[src/rtl/cdom_pkg.sv]
// Shared types for the clock domain sleep/wake controller.
// Assumes the mode encoding below is the software-visible one.
package cdom_pkg;

    typedef enum logic [1:0] {
        MODE_NOSLP  = 2'd0,
        MODE_SWSLP  = 2'd1,
        MODE_SWWAKE = 2'd2,
        MODE_AUTO   = 2'd3
    } cdom_mode_e;

    typedef enum logic [1:0] {
        ST_OFF   = 2'd0,
        ST_WAKE  = 2'd1,
        ST_ON    = 2'd2,
        ST_SLEEP = 2'd3
    } cdom_state_e;

endpackage

[src/rtl/cdom_regs.sv]
// Register file: mode field, window field and a read mux that also
// returns the activity status. Assumes a single-cycle write strobe and
// that warm reset has priority over a write in the same cycle.
module cdom_regs
    import cdom_pkg::*;
#(
    parameter int DATA_W  = 32,
    parameter int WIN_W   = 4,
    parameter int WIN_RST = 4,
    parameter int ACT_BIT = 4
) (
    input  logic              clk,
    input  logic              rst_n,
    input  logic              warm_rst_n,
    input  logic              wr_en,
    input  logic              addr,
    input  logic [DATA_W-1:0] wdata,
    input  logic              act_in,
    output logic [DATA_W-1:0] rdata,
    output cdom_mode_e        mode,
    output logic [WIN_W-1:0]  window
);
    localparam logic [WIN_W-1:0] WIN_DEF = WIN_W'(WIN_RST);
    localparam logic [DATA_W-1:0] MASK0 = (DATA_W'(1) << ACT_BIT) | DATA_W'(3);
    localparam logic [DATA_W-1:0] MASK1 = DATA_W'((1 << WIN_W) - 1);

    cdom_mode_e       mode_q;
    logic [WIN_W-1:0] win_q;

    // Hold the mode and window fields; either reset restores defaults.
    always_ff @(posedge clk) begin
        if (!rst_n || !warm_rst_n) begin
            mode_q <= MODE_AUTO;
            win_q  <= WIN_DEF;
        end else if (wr_en) begin
            if (!addr) mode_q <= cdom_mode_e'(wdata[1:0]);
            else       win_q  <= wdata[WIN_W-1:0];
        end
    end

    // Assemble read data; unused bits stay zero.
    always_comb begin
        rdata = '0;
        if (!addr) begin
            rdata[1:0]     = mode_q;
            rdata[ACT_BIT] = act_in;
        end else begin
            rdata[WIN_W-1:0] = win_q;
        end
    end

    assign mode   = mode_q;
    assign window = win_q;


    rsvd_zero_chk: assert property (@(posedge clk) disable iff (!rst_n)
        (rdata & ~(addr ? MASK1 : MASK0)) == '0);


    warm_default_chk: assert property (@(posedge clk) disable iff (!rst_n)
        !warm_rst_n |=> (mode_q == MODE_AUTO && win_q == WIN_DEF));
endmodule

[src/rtl/cdom_idle_mon.sv]
// Idle-window monitor: counts prescaler ticks with no activity while
// enabled and flags when the window has elapsed. Assumes the window may
// change at any time; the count saturates at the current window.
module cdom_idle_mon #(
    parameter int WIN_W = 4
) (
    input  logic             clk,
    input  logic             rst_n,
    input  logic             warm_rst_n,
    input  logic             enable,
    input  logic             bus_act,
    input  logic             tick,
    input  logic [WIN_W-1:0] window,
    output logic             idle_done
);
    logic [WIN_W-1:0] cnt_q;

    // Advance on idle ticks, restart on activity or when disabled.
    always_ff @(posedge clk) begin
        if (!rst_n || !warm_rst_n || !enable || bus_act) begin
            cnt_q <= '0;
        end else if (tick && (cnt_q < window)) begin
            cnt_q <= cnt_q + 1'b1;
        end
    end

    assign idle_done = enable && !bus_act && (cnt_q >= window);


    act_clear_chk: assert property (@(posedge clk) disable iff (!rst_n)
        bus_act |=> (cnt_q == '0));
endmodule

[src/rtl/cdom_clk_fsm.sv]
// Domain clock state machine: running, gating, gated, ungating. Each
// transition lasts TRANS_CYC cycles and cannot be aborted. Assumes
// TRANS_CYC >= 1 and is unaffected by warm reset by design.
module cdom_clk_fsm
    import cdom_pkg::*;
#(
    parameter int TRANS_CYC = 2
) (
    input  logic       clk,
    input  logic       rst_n,
    input  cdom_mode_e mode,
    input  logic       idle_done,
    input  logic       bus_act,
    input  logic       hw_wake,
    output logic       mon_en,
    output logic       clk_en,
    output logic       clk_active
);
    localparam int TC_W = (TRANS_CYC > 1) ? $clog2(TRANS_CYC) : 1;
    localparam logic [TC_W-1:0] TC_LAST = TC_W'(TRANS_CYC - 1);

    cdom_state_e     state_q, state_d;
    logic [TC_W-1:0] tcnt_q, tcnt_d;
    logic            go_sleep, go_wake;

    // Decide whether the current mode asks for a sleep or wake move.
    always_comb begin
        go_sleep = (mode == MODE_SWSLP) || (mode == MODE_AUTO && idle_done);
        unique case (mode)
            MODE_NOSLP:  go_wake = hw_wake;
            MODE_SWSLP:  go_wake = 1'b0;
            MODE_SWWAKE: go_wake = 1'b1;
            default:     go_wake = bus_act || hw_wake;
        endcase
    end

    // Next-state logic including transition cycle counting.
    always_comb begin
        state_d = state_q;
        tcnt_d  = tcnt_q;
        unique case (state_q)
            ST_ON: if (go_sleep) begin
                state_d = ST_SLEEP;
                tcnt_d  = '0;
            end
            ST_SLEEP: if (tcnt_q == TC_LAST) state_d = ST_OFF;
                      else tcnt_d = tcnt_q + 1'b1;
            ST_OFF: if (go_wake) begin
                state_d = ST_WAKE;
                tcnt_d  = '0;
            end
            default: if (tcnt_q == TC_LAST) state_d = ST_ON;
                     else tcnt_d = tcnt_q + 1'b1;
        endcase
    end

    // State register; cold reset leaves the domain running.
    always_ff @(posedge clk) begin
        if (!rst_n) begin
            state_q <= ST_ON;
            tcnt_q  <= '0;
        end else begin
            state_q <= state_d;
            tcnt_q  <= tcnt_d;
        end
    end

    assign mon_en     = (state_q == ST_ON) && (mode == MODE_AUTO);
    assign clk_en     = (state_q == ST_ON) || (state_q == ST_SLEEP);
    assign clk_active = (state_q != ST_OFF);


    sw_sleep_hold_chk: assert property (@(posedge clk) disable iff (!rst_n)
        (state_q == ST_OFF && mode == MODE_SWSLP) |=> (state_q == ST_OFF));


    no_gate_chk: assert property (@(posedge clk) disable iff (!rst_n)
        (state_q == ST_ON && (mode == MODE_NOSLP || mode == MODE_SWWAKE))
        |=> (state_q == ST_ON));


    nosleep_wake_chk: assert property (@(posedge clk) disable iff (!rst_n)
        (state_q == ST_OFF && mode == MODE_NOSLP && !hw_wake)
        |=> (state_q == ST_OFF));


    gate_len_chk: assert property (@(posedge clk) disable iff (!rst_n)
        (state_q == ST_SLEEP && tcnt_q != TC_LAST) |=> (state_q == ST_SLEEP));


    ungate_len_chk: assert property (@(posedge clk) disable iff (!rst_n)
        (state_q == ST_WAKE && tcnt_q != TC_LAST) |=> (state_q == ST_WAKE));
endmodule

[src/rtl/cdom_sleep_ctrl.sv]
// Top of the clock domain sleep/wake controller: ties the register file,
// the idle-window monitor and the clock state machine together.
// Assumes all inputs are synchronous to clk.
module cdom_sleep_ctrl
    import cdom_pkg::*;
#(
    parameter int DATA_W    = 32,
    parameter int WIN_W     = 4,
    parameter int WIN_RST   = 4,
    parameter int ACT_BIT   = 4,
    parameter int TRANS_CYC = 2
) (
    input  logic              clk,
    input  logic              rst_n,
    input  logic              warm_rst_n,
    input  logic              reg_wr_en,
    input  logic              reg_addr,
    input  logic [DATA_W-1:0] reg_wdata,
    output logic [DATA_W-1:0] reg_rdata,
    input  logic              bus_act,
    input  logic              presc_tick,
    input  logic              hw_wake,
    output logic              clk_en,
    output logic              clk_active
);
    cdom_mode_e       mode;
    logic [WIN_W-1:0] window;
    logic             mon_en;
    logic             idle_done;

    cdom_regs #(
        .DATA_W (DATA_W),
        .WIN_W  (WIN_W),
        .WIN_RST(WIN_RST),
        .ACT_BIT(ACT_BIT)
    ) u_regs (
        .clk       (clk),
        .rst_n     (rst_n),
        .warm_rst_n(warm_rst_n),
        .wr_en     (reg_wr_en),
        .addr      (reg_addr),
        .wdata     (reg_wdata),
        .act_in    (clk_active),
        .rdata     (reg_rdata),
        .mode      (mode),
        .window    (window)
    );

    cdom_idle_mon #(
        .WIN_W(WIN_W)
    ) u_idle (
        .clk       (clk),
        .rst_n     (rst_n),
        .warm_rst_n(warm_rst_n),
        .enable    (mon_en),
        .bus_act   (bus_act),
        .tick      (presc_tick),
        .window    (window),
        .idle_done (idle_done)
    );

    cdom_clk_fsm #(
        .TRANS_CYC(TRANS_CYC)
    ) u_fsm (
        .clk       (clk),
        .rst_n     (rst_n),
        .mode      (mode),
        .idle_done (idle_done),
        .bus_act   (bus_act),
        .hw_wake   (hw_wake),
        .mon_en    (mon_en),
        .clk_en    (clk_en),
        .clk_active(clk_active)
    );
endmodule

[config.mk]
export PLATFORM = sky130hd
export DESIGN_NAME = cdom_sleep_ctrl
export DESIGN_NICKNAME = d
export VERILOG_FILES = /design/src/rtl/cdom_pkg.sv /design/src/rtl/cdom_regs.sv /design/src/rtl/cdom_idle_mon.sv /design/src/rtl/cdom_clk_fsm.sv /design/src/rtl/cdom_sleep_ctrl.sv
export SDC_FILE = /design/constraint.sdc
export NUM_CORES = 1
export LEC_CHECK = 0
export BUFFER_PORTS_ARGS = -buffer_cell sky130_fd_sc_hd__buf_2
export CAP_MARGIN = 20
export CORE_AREA = 3 3 57 59
export CTS_CLUSTER_DIAMETER = 50
export CTS_CLUSTER_SIZE = 16
export DETAILED_ROUTE_END_ITERATION = 8
export DIE_AREA = 0 0 60 62
export PLACE_DENSITY = 0.81
export SLEW_MARGIN = 5
export SYNTH_ARGS = -nofsm -noshare
export SYNTH_HDL_FRONTEND = slang
export SYNTH_SLANG_ARGS = --single-unit
[constraint.sdc]
create_clock -name clk -period 1.65 [get_ports clk]
set_clock_uncertainty 0.15 [all_clocks]
set_input_delay 0.2475 -clock clk [delete_from_list [all_inputs] [get_ports clk]]
set_output_delay 0.2475 -clock clk [all_outputs]
set_load 0.005 [all_outputs]
==> flow_summary.yaml, run 1 <==
outcome:
  status: "complete, but fails checks"
  violations: "setup timing"
die:
  die_x_um: 60
  coreArea_um2: 2758
  die_area_um2: 3720
  die_h_um: 62
  ios: 74
  std_cell_rows: 19
  start_util_pct: 36.52
sta:
  setup_viol_count_final: 3
  setup_slack_ns: -0.01403
  period_share_pct: 100.9
  layout_min_cycle_time_ns: 1.664
  holdWs_ns: 0.02301
  hold_viol_final: 0
  max_freq_mhz: 600.9
  slew_viol_final: 0
  rsz0062_at_grt: "true"
placed_design:
  place.gp.congestion: 0.7356
  dp_cells: 178
  post-dp-hpwl_um: 1572
  placed_area_um2: 1097
  numPortBuffers: 18
global_route:
  antenna_found_initial: 0
  grt_max_degree: 11
  grt.total_usage_pct: 12.28
  gr-total-overflow: 0
  grt_pass1_wl_um: 3353
  grt_pass1_vias: 737
detailed_routing:
  drtIter0Drc: 7
  avgRoutedWirePerCell_um: 11.35
  viasPerCell: 4.454
  vias: 824
  firstDrtPassIters: 4
  drcViolationCount: 0
  postRouteWirelength_um: 2100
  drtAntennaViolNets: 0
clock_tree:
  cts_made_buffers: 3
  clock_sinks: 13
  clockRootBuffer: "clkbuf_4"
  h-tree-depth: 1
  clockBufferDepth: 2
  clk_pin_slew_worst_paths_ns: 0.09
  clk_latency_ns: 0.29
  cts_tree: "yes"
critical_path:
  crit_fanout: 3
  critPathRequiredTime_ns: 1.73
  endpoint_kind: "register"
  r2r_setup_slack_ns: -0.01
  critical_path_class: "register to register"
  startpoint_type: "register"
  cp.arrival_ns: 1.74
cells_and_area:
  syn_to_final_growth_pct: 23.73
  fillCellCount: 278
  fin_nets: 203
  fin_util_pct: 45.19
  final_cell_mix: "conb_1, buf_2, buf_4, nand2_1"
  final_area_um2: 1246
  multi_input_area_um2: 688.2
  diodes: 0
  fin_cells: 185
  layout_commonest_cell: "conb_1"
  drive_gt1_share_pct: 40.26
  regArea_um2: 267.8
synthesis:
  synth.cell_area_um2: 1007
  synth.distinct_cells: 32
  synth_seq_cells: 13
  yosys_warnings: 0
  syn_avg_cell_area_um2: 8.256
  synthCells: 122
  yosysSeqAreaShare_pct: 25.84
pwr:
  p_leak_nw: 0.5916
  power_density_nw_per_um2: 604.5
  vdd_drop_max_mv: 0.5947
min_path:
  hp-class: "input pin to register"
flow_run:
  max-cap-violations: 0
[synthesized netlist by cell type (all sizes together)]
master    n  area share [%]
a21oi     5             2.5
a31oi     1            0.62
and2      2             1.2
and3      1            0.62
buf      28              21
clkbuf    1            0.37
conb      1            0.37
dfxtp    13              26
ha        8             9.9
inv       9             3.4
mux2      2             2.2
mux2i     5             5.0
nand2    11             4.1
nand2b    2             1.2
nand3     9             5.0
nand4     2             1.2
nor2      6             2.2
nor2b     3             2.6
nor3b     1            0.75
o2111a    1             1.1
o2111ai   1            0.87
o211ai    1             2.1
o21a      1            0.75
o21ai     3             1.5
o2bb2ai   1            0.87
or2       1            0.62
or3       1            0.62
xnor2     1            0.87
xor2      1            0.87
[worst max-delay path, cell delays in order, from the launching register on]
cell and delay [ns]:
dfxtp_2 0.34, inv_2 0.04, ha_4 0.21, nor2b_4 0.13, o211ai_4 0.20, nand3_2 0.10, or3_1 0.33, a21oi_2 0.11
[repair_timing]
action / 4_1_cts / 5_1_grt
pin swaps: 8 / 3
setup endpoints to repair: 6 / 8
buffers inserted: 2 / 1
hold buffers: 0 / 0
resized for setup: 19 / 6
[layer usage]
layer | vias up | global-route usage (%) | wire (um)
met3 | 4 | 4.132 | 160
met5 | - | 0 | 0
li1 | 416 | - | -
met4 | 0 | 3.797 | 23
met2 | 33 | 21.60 | 1090
met1 | 371 | 14.07 | 824
[metrics by stage]
stage | TNS [ns] | worst slack (ns) | total power, W
2_1_floorplan | -0.04927 | -0.04927 | 0.0005059
3_3_place_gp | -0.2182 | -0.07631 | 0.0005120
3_5_place_dp | -0.5418 | -0.1733 | 0.0005168
4_1_cts | -0.06891 | -0.02651 | 0.0007411
5_1_grt | -0.3657 | -0.09788 | 0.0007964
6_report | -0.03861 | -0.01403 | 0.0007534
[where the power goes]
part           switching [W]  internal (W)
registers          0.0000109      0.000329
logic               0.000103      0.000100
clock network       0.000116     0.0000940
[layout make-up]
| cell class | count | area share [%] |
|---|---|---|
| Inverter | 9 | 2.711 |
| Clock buffer | 4 | 2.108 |
| Timing Repair Buffer | 31 | 15.36 |
| Sequential cell | 13 | 21.49 |
| Multi-Input combinational cell | 97 | 55.22 |
| Tap cell | 31 | 3.112 |
[path summary, 6_finish.rpt]
| path | from | end | cells after the start |
|---|---|---|---|
| worst max-delay path | u_regs.window[1] | u_idle.cnt_q[3] | 7 |
| worst min register to register | u_fsm.state_q[0] | u_fsm.state_q[0] | 2 |
| worst max register to register | u_regs.window[1] | u_idle.cnt_q[3] | 7 |
| worst min-delay path | warm_rst_n | u_regs.mode[1] | 2 |
[flip-flops by register name (all words and copies together), names as in the netlist]
register / flops
u_fsm.state_q: 2
u_fsm.tcnt_q: 1
u_idle.cnt_q: 4
u_regs.mode: 2
u_regs.window: 4
[cells by family after synthesis]
group	count (synthesis)	synth area share, %
and+or+nand+nor	39	20.25
xor gates and xnor gates	2	1.739
buffers and inverters	38	24.35
muxes	7	7.205
other	1	0.3723
adders and majority gates	8	9.938
DFF	13	25.84
AOI/OAI and AO/OA	14	10.31
No activity file was read; power rests on OpenSTA's default activity.
==> run 2: changes to the inputs <==
--- a/config.mk
+++ b/config.mk
@@ -5,15 +5,15 @@
 export SDC_FILE = /design/constraint.sdc
 export NUM_CORES = 1
 export LEC_CHECK = 0
+export ABC_AREA = 1
 export BUFFER_PORTS_ARGS = -buffer_cell sky130_fd_sc_hd__buf_2
 export CAP_MARGIN = 20
-export CORE_AREA = 3 3 57 59
+export CORE_AREA = 3 3 58 60
 export CTS_CLUSTER_DIAMETER = 50
 export CTS_CLUSTER_SIZE = 16
 export DETAILED_ROUTE_END_ITERATION = 8
-export DIE_AREA = 0 0 60 62
-export PLACE_DENSITY = 0.81
-export SLEW_MARGIN = 5
+export DIE_AREA = 0 0 61 63
+export PLACE_DENSITY = 0.8
 export SYNTH_ARGS = -nofsm -noshare
 export SYNTH_HDL_FRONTEND = slang
 export SYNTH_SLANG_ARGS = --single-unit
==> run 2 against run 1 <==
- the run now ends clean
- core utilization down 5.5 points
- cell count increased by 8.1%
- global-route usage down 2.5 points
- routed wire length shrank 10%
- combinational power is 130% higher
- clock-buffer cell count did not move
- sequential share of layout area rose by 1.3 points
- synthesized cell count rose by 16%
- die area up 3.3%
- non-clock buffer count decreased by 8
- critical path type is now register to output port
- largest power group is now combinational cells
- highest routed layer unchanged
==> flow_summary.yaml, run 2 <==
critical_path:
  cp-startpoint: "u_fsm.state_q[0]"
  crit_path_cell_trace: "inv_8, ha_4, or2_1, buf_2"
  r2r_setup_slack_ns: 0.08
  r2r-end: "u_idle.cnt_q[1]"
  endpoint_kind: "output port"
  critPathRequiredTime_ns: 1.25
  startpoint_type: "register"
  critical_path_class: "register to output port"
  ff2ff_path_depth: 7
  cpPeakStageDelay_ns: 0.39
  slowest_stage: "dfxtp_2"
  crit_fanout: 3
  r2r_start: "u_regs.window[3]"
  cp.arrival_ns: 1.20
die:
  coreArea_um2: 2978
  std_cell_rows: 20
  die_x_um: 61
  start_util_pct: 34.54
  die_area_um2: 3843
  die_h_um: 63
  ios: 74
global_route:
  grt_max_degree: 10
  antenna_found_initial: 0
  grt.total_usage_pct: 9.765
  grt_pass1_wl_um: 2987
  globalRouteMet3Util_pct: 1.653
  grt.busiest_layer: "met2"
  grtUsageMet2_pct: 15.11
  grt.met1_usage_pct: 13.06
  gr-total-overflow: 0
  grt_pass1_vias: 750
cells_and_area:
  syn_to_final_growth_pct: 14.84
  fin_nets: 216
  final_cell_mix: "conb_1, nand2_1, buf_2, inv_1, inv_2"
  diodes: 0
  layout_commonest_cell: "conb_1"
  drive_gt1_share_pct: 35.93
  fillCellCount: 317
pwr:
  power_density_nw_per_um2: 910.7
  p_total_w: 0.001076
  p_leak_nw: 0.6116
  vdd_drop_max_mv: 0.3694
clock_tree:
  cts_made_buffers: 3
  clockBufferDepth: 2
  clockRootBuffer: "clkbuf_4"
  h-tree-depth: 1
  clk_pin_slew_worst_paths_ns: 0.08
  clk_latency_ns: 0.28
  ctsHoldBuffers: 0
  cts_tree: "yes"
  clock_sinks: 13
synthesis:
  syn_avg_cell_area_um2: 7.243
  synth_area_leaders: "dfxtp_1, buf_4, ha_1"
  yosysSeqAreaShare_pct: 25.30
  postSynth.asyncResetShare_pct: 0
  synthMostInstantiatedCell: "buf_4"
  synth.distinct_cells: 27
  yosys.area.top_type_share_pct: 25.30
  yosys_warnings: 0
  synth_seq_cells: 13
  synth_commonest_cells: "buf_4, nand2_1, inv_1"
  ys.flop_type: "dfxtp_1"
  synthCells: 142
  synth.cell_area_um2: 1028
  synth_edf_count: 0
  yosysTopAreaCell: "dfxtp_1"
sta:
  rsz0062_at_grt: "true"
  fin_setup_tns_ns: 0
  hold_viol_final: 0
  slew_viol_final: 0
  layout_min_cycle_time_ns: 1.600
  setup_viol_count_final: 0
  period_share_pct: 96.94
  max_freq_mhz: 625.2
detailed_routing:
  firstDrtPassIters: 4
  drcViolationCount: 0
  drtIter0Drc: 25
  viasPerCell: 4.305
  avgRoutedWirePerCell_um: 9.440
  postRouteWirelength_um: 1888
  drtAntennaViolNets: 0
  vias: 861
min_path:
  hp-class: "input pin to register"
  holdPathEnd: "u_regs.window[2]"
  hold_depth: 3
  hp-start: "reg_wdata[2]"
placed_design:
  numPortBuffers: 18
  post-dp-hpwl_um: 1448
  place.gp.congestion: 0.8340
outcome:
  status: "finished, final reports clean"
flow_run:
  max-cap-violations: 0
## run 2: worst max path at each step
stage,slack [ns],depth (start not counted),endpoint
after floorplan,0.11,7,u_idle.cnt_q[3]
after global placement,0.08,7,u_idle.cnt_q[3]
after detailed placement,0.06,9,u_fsm.tcnt_q
after CTS,0.04,4,clk_en
after global routing,-0.03,12,u_fsm.state_q[0]
final,0.05,4,clk_en
## run 2: through the flow
| stage | area [um^2] | hold WS, ns | cells | setup slack, ns | utilization, % |
|---|---|---|---|---|---|
| 6_report | 1181 | 0.03202 | 200 | 0.05043 | 39.66 |
| 5_1_grt | 1181 | 0.05074 | 200 | -0.02609 | 39.66 |
| 4_1_cts | 1091 | 0.02919 | 196 | 0.03721 | 36.64 |
| 3_5_place_dp | 1057 | 0.3209 | 192 | 0.06139 | 35.50 |
| 3_3_place_gp | 1057 | 0.3139 | 192 | 0.07670 | 35.50 |
| 2_1_floorplan | 1126 | 0.1821 | 168 | 0.1097 | - |
## run 2: cells by family after synthesis
kind of cell	Yosys count	synth area share [%]
AOI/OAI and AO/OA	19	10.83
xor gates and xnor gates	1	0.8517
adders and majority gates	8	9.733
buffers and inverters	53	30.66
DFF	13	25.30
other	1	0.3646
and+or+nand+nor	47	22.26
## run 2: area by class of cell
type	count	area, um^2	area share, %
multi-input combinational	102	615.6	52.12
sequential	13	269.0	22.78
timing repair buffer	23	127.6	10.81
inverter	25	101.3	8.581
tap	33	41.29	3.496
clock buffer	4	26.28	2.225
## run 2: layer usage
metal / vias to the layer above / share of wire [%]
met5: - / 0
li1: 447 / -
met3: 4 / 5.8
met4: 0 / 1.2
met2: 30 / 48
met1: 380 / 45
## run 2: worst max-delay path, delay by kind of cell, from the launching register on
family | cells | cell delay, ns
flip-flops | 1 | 0.39
buffers and inverters | 2 | 0.16
AND/OR/NAND/NOR | 1 | 0.21
adder cells (fa/ha/maj) | 1 | 0.15
## run 2: repair_timing
action / in CTS / in global routing
setup buffers: 0 / 4
gates resized for setup: 4 / 17
endpoints found under the setup margin: 2 / 9
pin swaps: 0 / 6
## run 2: power by group
| group | switching, W | internal, W | total (W) |
|---|---|---|---|
| clock network | 0.000108 | 0.0000938 | 0.000202 |
| registers | 0.0000424 | 0.000360 | 0.000402 |
| logic | 0.000271 | 0.000200 | 0.000472 |
| total | 0.000422 | 0.000654 | 0.00108 |
==> run 3: changes to the inputs <==
--- a/config.mk
+++ b/config.mk
@@ -8,12 +8,13 @@
 export ABC_AREA = 1
 export BUFFER_PORTS_ARGS = -buffer_cell sky130_fd_sc_hd__buf_2
 export CAP_MARGIN = 20
-export CORE_AREA = 3 3 58 60
+export CORE_AREA = 3 3 59 61
 export CTS_CLUSTER_DIAMETER = 50
 export CTS_CLUSTER_SIZE = 16
 export DETAILED_ROUTE_END_ITERATION = 8
-export DIE_AREA = 0 0 61 63
-export PLACE_DENSITY = 0.8
+export DIE_AREA = 0 0 62 64
+export PLACE_DENSITY = 0.81
 export SYNTH_ARGS = -nofsm -noshare
 export SYNTH_HDL_FRONTEND = slang
+export SYNTH_HIERARCHICAL = 1
 export SYNTH_SLANG_ARGS = --single-unit
==> run 3 against run 2 <==
- the flow now finishes with violations (setup timing)
- critical path depth increased by 1
- total power is 24% higher
- cell count increased by 27%
- routed wire length rose by 15%
- first-iteration DRC count up 4.0%
- die area is 3.3% higher
- worst hold slack improved by 0.010 ns
- critical endpoint unchanged
- clock power shrank 2%
- non-clock buffer count increased by 10
- area after synthesis is 10% higher
- flip-flop and latch count unchanged
- clock-buffer cell count unchanged
==> flow_summary.yaml, run 3 <==
critical_path:
  critical_path_class: "register to output port"
  r2r_start: "u_regs/window[2]"
  cp.arrival_ns: 1.30
  critPathRequiredTime_ns: 1.25
  cp-startpoint: "u_fsm/state_q[0]"
  startpoint_type: "register"
  endpoint_kind: "output port"
  crit_fanout: 3
sta:
  setup_slack_ns: -0.05081
  layout_min_cycle_time_ns: 1.701
  period_share_pct: 103.1
  rsz0062_at_grt: "true"
  holdWs_ns: 0.04238
  slew_viol_final: 0
  setup_viol_count_final: 5
  max_freq_mhz: 588.0
  hold_viol_final: 0
cells_and_area:
  final_cell_mix: "nand2_1, inv_1, conb_1, buf_2, nor2_1"
  fin_nets: 259
  diodes: 0
  layout_commonest_cell: "nand2_1"
  syn_to_final_growth_pct: 25.58
  drive_gt1_share_pct: 32.38
clock_tree:
  clk_latency_ns: 0.27
  clk_pin_slew_worst_paths_ns: 0.08
  h-tree-depth: 1
  clock_sinks: 13
  cts_tree: "yes"
  ctsHoldBuffers: 0
  clockRootBuffer: "clkbuf_4"
  cts_made_buffers: 3
  clockBufferDepth: 2
synthesis:
  postSynth.asyncResetShare_pct: 0
  synth_edf_count: 0
  yosysTopAreaCell: "dfxtp_1"
  synth_seq_cells: 13
  syn_avg_cell_area_um2: 6.522
  synth_area_leaders: "dfxtp_1, buf_4, nand2_1"
  yosysSeqAreaShare_pct: 22.93
  synth.distinct_cells: 22
  synthCells: 174
  synthMostInstantiatedCell: "nand2_1"
  yosys_warnings: 6
  ys.flop_type: "dfxtp_1"
  yosys.area.top_type_share_pct: 22.93
  synth.cell_area_um2: 1135
  synth_commonest_cells: "nand2_1, inv_1, buf_4"
detailed_routing:
  vias: 1013
  avgRoutedWirePerCell_um: 8.579
  drtIter0Drc: 26
  postRouteWirelength_um: 2179
  firstDrtPassIters: 4
  drtAntennaViolNets: 0
  viasPerCell: 3.988
  drcViolationCount: 0
outcome:
  violations: "setup timing"
  status: "complete, but fails checks"
die:
  die_h_um: 64
  die_area_um2: 3968
  start_util_pct: 37.48
  coreArea_um2: 3028
  ios: 74
  std_cell_rows: 20
  die_x_um: 62
flow_run:
  max-cap-violations: 0
pwr:
  p_leak_nw: 0.8124
  vdd_drop_max_mv: 0.5262
  power_density_nw_per_um2: 932.9
min_path:
  hp-class: "input pin to register"
  hp-start: "reg_wdata[3]"
global_route:
  antenna_found_initial: 0
  grt_pass1_wl_um: 3450
  grt.total_usage_pct: 11.29
  grt_pass1_vias: 846
  grt_max_degree: 8
  gr-total-overflow: 0
placed_design:
  numPortBuffers: 18
  post-dp-hpwl_um: 1700
  pre_cts_ws_ns: -0.06333
  place.gp.congestion: 0.7759
-- run 3: area by class of cell --
type | instances | area [um^2]
sequential | 13 | 266.5
clock buffer | 4 | 26.28
inverter | 38 | 147.6
fill | 300 | 1603
timing repair buffer | 33 | 212.7
multi-input combinational | 122 | 716.9
tap | 44 | 55.05
-- run 3: logic make-up (layout without fill, tap and decap cells) --
logic type | count (synthesis) | count (layout) | share of synthesized area, %
AOI/OAI and AO/OA | 7 | 7 | 5.292
DFF | 13 | 13 | 22.93
other | 1 | 27 | 0.3304
adders and majority gates | 8 | 8 | 8.821
buffers and inverters | 65 | 75 | 30.65
and+or+nand+nor | 80 | 80 | 31.97
-- run 3: power by group --
| group | internal (W) | switching, W |
|---|---|---|
| combinational | 0.000366 | 0.000375 |
| sequential | 0.000359 | 0.0000320 |
| clock | 0.0000935 | 0.000104 |
-- run 3: critical path, stage by stage (launching register included) --
cell and delay, ns:
dfxtp_2 0.35, inv_2 0.05, ha_4 0.16, buf_4 0.14, or2_4 0.23, buf_6 0.11
-- run 3: final timing paths --
check	to	cells after the start	slack [ns]
setup / recovery	clk_en	5	-0.05
hold / removal	u_regs/window[3]	3	0.04
setup reg to reg	u_fsm/state_q[0]	14	-0.05
hold reg to reg	u_fsm/tcnt_q	2	0.36
-- run 3: repair_timing --
item	in CTS	in global routing
pin swaps	4	9
resized for setup	6	14
setup buffers	2	0
endpoints found under the setup margin	6	8
endpoints found under the hold margin	0	0
gates cloned	0	0
-- run 3: metal layers --
metal,GRT usage (%),vias up,routed length [um]
met4,3.979,0,0
met2,18.26,36,1110
met5,0,-,0
met3,2.626,0,131
li1,-,544,-
met1,14.20,433,937
-- run 3: stage by stage --
step	total power [W]	instance area (um^2)	TNS, ns	instances	util [%]
global route	0.001442	1425	-0.7067	254	47.07
detailed placement	0.0009737	1306	-0.1639	248	43.14
CTS	0.001261	1376	-0.4669	254	45.45
global placement	0.0009653	1306	-0.1222	248	43.14
finish	0.001330	1425	-0.1761	254	47.07
floorplan	0.0008498	1266	-0.01224	200	-
